<file path="config.mk">
export PLATFORM = sky130hd
export DESIGN_NAME = sar_bus_conv
export DESIGN_NICKNAME = d
export VERILOG_FILES = /design/src/rtl/sar_pkg.sv /design/src/rtl/sar_start_ff.sv /design/src/rtl/sar_walker.sv /design/src/rtl/sar_out_stage.sv /design/src/rtl/sar_bus_conv.sv
export SDC_FILE = /design/constraint.sdc
export NUM_CORES = 1
export LEC_CHECK = 0
export BUFFER_PORTS_ARGS = -buffer_cell sky130_fd_sc_hd__buf_2
export CAP_MARGIN = 20
export CORE_MARGIN = 1.5
export CORE_UTILIZATION = 37
export DETAILED_ROUTE_END_ITERATION = 12
export MAX_ROUTING_LAYER = met4
export PLACE_DENSITY = 0.56
export REMOVE_ABC_BUFFERS = 1
export SLEW_MARGIN = 10
export SYNTH_ARGS = -nofsm -noshare
export SYNTH_HDL_FRONTEND = slang
export SYNTH_SLANG_ARGS = --single-unit
export TNS_END_PERCENT = 5
</file>
<file path="constraint.sdc">
create_clock -name clk -period 1.55 [get_ports clk]
set_input_delay 0.0775 -clock clk [delete_from_list [all_inputs] [get_ports clk]]
set_output_delay 0.0775 -clock clk [all_outputs]
set_load 0.02 [all_outputs]
</file>
<file path="src/rtl/sar_pkg.sv">
// Package: shared constants for the SAR conversion sequencer.
// Assumes a single conversion clock domain for the whole block.
package sar_pkg;
    parameter int unsigned SAR_W = 8;
endpackage

</file>
<file path="src/rtl/sar_start_ff.sv">
// Module: start flop.
// Samples the chip-select/write pair on each clock and holds a request flag
// while both are low. The flag clears on the first clock after the strobe
// ends. Assumes the strobes are already synchronous to clk.
module sar_start_ff (
    input  logic clk,
    input  logic rst_n,
    input  logic cs_n,
    input  logic wr_n,
    output logic start_q
);
    // Purpose: register the start request for the rest of the block.
    always_ff @(posedge clk) begin
        if (!rst_n) start_q <= 1'b0;
        else        start_q <= ~cs_n & ~wr_n;
    end
endmodule

</file>
<file path="src/rtl/sar_walker.sv">
// Module: walking-one sequencer and successive-approximation register.
// While a start is pending it clears everything and arms the seed flop.
// After that a single marker bit walks from MSB to LSB, one position per
// clock, and each position resolves one bit of the trial code. done_q pulses
// for one clock after the LSB decision. Assumes cmp_ge reflects the trial
// code registered on the previous edge.
module sar_walker #(
    parameter int unsigned W = sar_pkg::SAR_W
) (
    input  logic         clk,
    input  logic         rst_n,
    input  logic         start_q,
    input  logic         cmp_ge,
    output logic [W-1:0] trial,
    output logic         done_q
);
    localparam logic [W-1:0] MSB_ONE = {1'b1, {(W-1){1'b0}}};

    logic         seed_q;
    logic [W-1:0] marker;

    // Purpose: arm, walk the marker and resolve one trial bit per clock.
    always_ff @(posedge clk) begin
        if (!rst_n) begin
            seed_q <= 1'b0;
            marker <= '0;
            trial  <= '0;
            done_q <= 1'b0;
        end else if (start_q) begin
            seed_q <= 1'b1;
            marker <= '0;
            trial  <= '0;
            done_q <= 1'b0;
        end else begin
            done_q <= marker[0];
            if (seed_q) begin
                seed_q <= 1'b0;
                marker <= MSB_ONE;
                trial  <= MSB_ONE;
            end else begin
                marker <= marker >> 1;
                for (int i = 0; i < int'(W); i++) begin
                    if (marker[i]) begin
                        trial[i] <= cmp_ge;
                        if (i > 0) trial[i-1] <= 1'b1;
                    end
                end
            end
        end
    end
endmodule

</file>
<file path="src/rtl/sar_out_stage.sv">
// Module: output latch and interrupt flag.
// Captures the finished code when the sequencer reports done. The interrupt
// is raised one clock later; a completion beats a read on the same edge, and
// a start clears everything pending. Bus drive is a combinational enable.
module sar_out_stage #(
    parameter int unsigned W = sar_pkg::SAR_W
) (
    input  logic         clk,
    input  logic         rst_n,
    input  logic         start_q,
    input  logic         done_q,
    input  logic [W-1:0] trial,
    input  logic         cs_n,
    input  logic         rd_n,
    output logic [W-1:0] data_q,
    output logic         pend_q,
    output logic         intr_n,
    output logic         data_oe
);
    logic flag_q;
    logic rd_sel;

    // Purpose: decode the read strobe pair.
    always_comb rd_sel = ~cs_n & ~rd_n;

    // Purpose: latch the result, then set or clear the interrupt flag.
    always_ff @(posedge clk) begin
        if (!rst_n) begin
            data_q <= '0;
            pend_q <= 1'b0;
            flag_q <= 1'b0;
        end else if (start_q) begin
            pend_q <= 1'b0;
            flag_q <= 1'b0;
        end else begin
            pend_q <= done_q;
            if (done_q) data_q <= trial;
            if (pend_q)      flag_q <= 1'b1;
            else if (rd_sel) flag_q <= 1'b0;
        end
    end

    // Purpose: drive the active-low interrupt and the bus enable.
    always_comb begin
        intr_n  = ~flag_q;
        data_oe = rd_sel;
    end
endmodule

</file>
<file path="src/rtl/sar_bus_conv.sv">
// Module: top of the SAR conversion sequencer with bus interface.
// Connects the start flop, the walking-one sequencer and the output stage.
// Assumes an external DAC and comparator close the loop through trial_code
// and cmp_ge within one clock.
module sar_bus_conv #(
    parameter int unsigned W = sar_pkg::SAR_W
) (
    input  logic         clk,
    input  logic         rst_n,
    input  logic         cs_n,
    input  logic         wr_n,
    input  logic         rd_n,
    input  logic         cmp_ge,
    output logic [W-1:0] trial_code,
    output logic [W-1:0] data_out,
    output logic         data_oe,
    output logic         intr_n
);
    logic start_q;
    logic done_q;
    logic pend_q;

    sar_start_ff u_start (
        .clk(clk), .rst_n(rst_n), .cs_n(cs_n), .wr_n(wr_n), .start_q(start_q)
    );

    sar_walker #(.W(W)) u_walk (
        .clk(clk), .rst_n(rst_n), .start_q(start_q), .cmp_ge(cmp_ge),
        .trial(trial_code), .done_q(done_q)
    );

    sar_out_stage #(.W(W)) u_out (
        .clk(clk), .rst_n(rst_n), .start_q(start_q), .done_q(done_q),
        .trial(trial_code), .cs_n(cs_n), .rd_n(rd_n), .data_q(data_out),
        .pend_q(pend_q), .intr_n(intr_n), .data_oe(data_oe)
    );
endmodule

</file>
==> results.md <==
Run status:
- The flow ran to the end, and the final reports show no timing, DRC or antenna violations.

Detailed routing:
- The detailed router finished its first iteration with 13 violations.
- The routed design has 1.90 mm of wire.
- The vias per cell is 4.64.
- After detailed routing, the number of remaining DRC violations is 0.
- Once detail routing completed, the nets flagged for antenna violations numbered 0.
- The number of detailed-route iterations in the first pass is 3.
- Across all layers, the routed design uses 756 vias.
- The post-detailed-route wirelength per cell is 11.7 um.

Pwr:
- Net switching is 23.5% of the power.
- The worst vdd rail ir drop is 564 uV.
- Of the total power, combinational logic draws 4.3%.
- The analysis attributes to net switching a power of 290 uW.
- In this run the static leakage power is 0.537 nW.
- The clock share of power is 34.7%.
- The cell-internal power is 944 uW.
- The portion of total power attributed to sequential cells is 61.0%.
- The power density over cell area is 1010 nW/um2.

Yosys:
- Summing every instance area after synthesis gives 1020 um2.
- The synthesized flop and latch total is 29.
- The sequential area share after synthesis is 56.8%.
- Counting distinct cell types in the post-synthesis netlist gives 20.
- Synthesis produced a netlist whose cell count is 104.
- During synthesis, Yosys emitted a total of 0 warnings.
- The average size of a mapped cell is 9.83 um2.

Timing:
- The number of max-slew violations in the final report is 0.
- Setup repair after global routing left no endpoint under its margin.
- The top achievable clock speed is 852 MHz.
- The setup clock skew after layout is 9.79 ps.
- At the pin with the least slew margin, the transition time is 595 ps.
- The smallest clock period supported by the final layout is computed as 1170 ps.
- Setup violations remaining at the end of the flow were counted as 0.
- The final number of hold-violating endpoints was 0.
- The worst-case hold slack is 65.9 ps.
- The relative slew slack is 60.2%.
- The share of the clock period used by the worst path after layout is 75.8%.
- Summed over all failing endpoints, the final setup total negative slack is 0 ps.

Global route:
- The initial antenna violation count was 0.
- The total overflow reported by the global router is 0.
- For this run, the total global-route usage over all layers was measured as 14.5%.
- The global-route wire length before repair is 3.24 mm.
- The number of global-route vias before repair is 711.
- Entering global routing, the biggest net connects 13 pins.

Final layout:
- In the final layout, the share of cells above drive strength 1 is 31.6%.
- The core occupancy in the finished layout is 48.2%.
- Once layout is complete, the cells apart from fillers number 163.
- The number of nets at the end of the flow is 138.
- The relative area change from synthesis to final layout is 20.1%.
- The count of inserted antenna diode cells is 0.

Placed design:
- The total placed cells including tap cells is 153.
- The congestion estimate from routability-driven global placement came to 0.666.
- The estimated wirelength of the detail-placed design is 1.32 mm.
- During placement, the flow inserted port buffers numbering 23.

Floorplanning:
- The die extent in y is 55.6 um.
- The floorplan step defined a core boundary enclosing 2540 um2.
- The total number of placement rows is 18.
- From left edge to right edge, the die measures 55.6 um.
- The total I/O pin count is 24.
- For this configuration, the core starts out at a cell density of 40.2%.
- The floorplan die area is 3090 um2.

Setup path:
- The worst setup path is of the input port to flip-flop kind.
- The data required time at the worst endpoint is 1820 ps.
- The arrival time at the worst endpoint is 1440 ps.
- The worst setup path is captured at a flip-flop.
- The maximum fanout along the worst path is 1.
- The worst setup path is launched from an input port.

Clock tree:
- The H-tree was split into 2 levels.
- The clock reaches the later pin of the worst-skew pair after 330 ps.
- After clock tree synthesis, the clock-pin slew on the worst setup and hold paths is 80 ps.
- The tree built by TritonCTS fans out to 29 sinks.
- The number of CTS-inserted buffers is 5.
- TritonCTS built the clock tree.
- CTS placed an instance of clkbuf_4 at the clock tree root.
- The clock passes through at most 2 buffers.

Job:
- Max-cap violations in this run came to 0.

Min path:
- In this run the worst hold path is classified as input port to flip-flop.
==> layout by cell type (no fill, tap or decap) <==
master          n
buf_2          23
a21oi_1         2
a21boi_1        7
clkbuf_4        5
nor2_1         10
nor3b_1         1
clkbuf_1        1
and2b_2         4
and2_1          5
nor2b_1         4
and2_2          4
nor2_2          1
nand2_1        16
a211oi_1        7
nand2b_4        2
inv_1           4
clkinv_2        2
dfxtp_1        29
nand2b_1        1
dlygate4sd3_1   2
mux2i_1         1
a21boi_2        1
o21ai_0         1
==> synth_stat cells <==
cell       n  share of area, %
a21boi_2   1               1.1
o21ai_0    1              0.49
clkbuf_1   1              0.37
dfxtp_1   29                57
mux2i_1    1              0.98
nor2_1    10               3.7
nor2_2     1              0.61
a211oi_1   7               5.1
nor2b_1    4               2.4
inv_1      4               1.5
nor3b_1    1              0.73
nand2_1   16               5.9
nand2b_1   1              0.61
a21boi_1   7               5.1
buf_2      3               1.5
and2_2     4               2.9
and2_1     5               3.1
nand2b_4   2               2.7
and2b_2    4               3.4
a21oi_1    2              0.98
==> power by group through the flow <==
stage | Sequential, mW | Clock [mW] | Combinational (mW)
6_report | 0.753 | 0.428 | 0.0527
3_3_place_gp | 0.770 | 0 | 0.0494
5_1_grt | 0.754 | 0.479 | 0.0582
3_5_place_dp | 0.770 | 0 | 0.0501
2_1_floorplan | 0.772 | 0 | 0.0238
4_1_cts | 0.753 | 0.444 | 0.0535
==> per-stage QoR <==
step / total power, mW / setup slack (ps) / area, um2
finish: 1.23 / 376 / 1230
global route: 1.29 / 253 / 1230
CTS: 1.25 / 381 / 1230
detailed placement: 0.820 / 396 / 1160
global placement: 0.820 / 448 / 1160
floorplan: 0.796 / 609 / 1000
==> metal layers <==
metal / global-route usage, % / part of all wire (%) / vias to the layer above
li1: - / - / 393
met3: 5.15 / 4.7 / 6
met1: 17.1 / 49 / 339
met4: 9.41 / 1.8 / 0
met2: 20.7 / 44 / 18
met5: - / 0 / -
==> critical path, stage by stage <==
cell and delay, ps:
dlygate4sd3_1 520, buf_2 110, nor3b_1 160, dlygate4sd3_1 560
==> sequential cells by signal, summed over array words and instances, names as in the netlist <==
| signal | count |
|---|---|
| u_out.pend_q | 1 |
| u_start.start_q | 1 |
| u_walk.trial | 8 |
| u_out.data_q | 8 |
| u_walk.marker | 8 |
| u_walk.done_q | 1 |
| u_out.flag_q | 1 |
| u_walk.seed_q | 1 |
==> worst paths after layout <==
check	from	end	slack, ps	cells after the start
min	rd_n	u_out.flag_q	70	3
max reg2reg	u_walk.done_q	u_out.data_q[5]	420	3
max	wr_n	u_start.start_q	380	4
min reg2reg	u_out.pend_q	u_out.flag_q	440	2
==> cell families after synthesis <==
group | after synthesis | synth area share [%]
mux | 1 | 0.979
buf+inv | 8 | 3.30
flops | 29 | 56.8
compound gates | 18 | 12.9
simple gates | 48 | 26.1
==> layout make-up <==
class | instances | area (um2)
tap | 30 | 37.5
timing repair buffer | 25 | 135
multi-input combinational | 67 | 408
clock inverter | 2 | 10.0
fill | 261 | 1320
clock buffer | 6 | 41.3
sequential | 29 | 581
inverter | 4 | 15.0
==> timing repair <==
item,CTS,global route
buffers inserted,0,0
gates resized for setup,0,0
hold buffers,2,0
endpoints found under the hold margin,1,0
(Power assumes the default switching activity.)
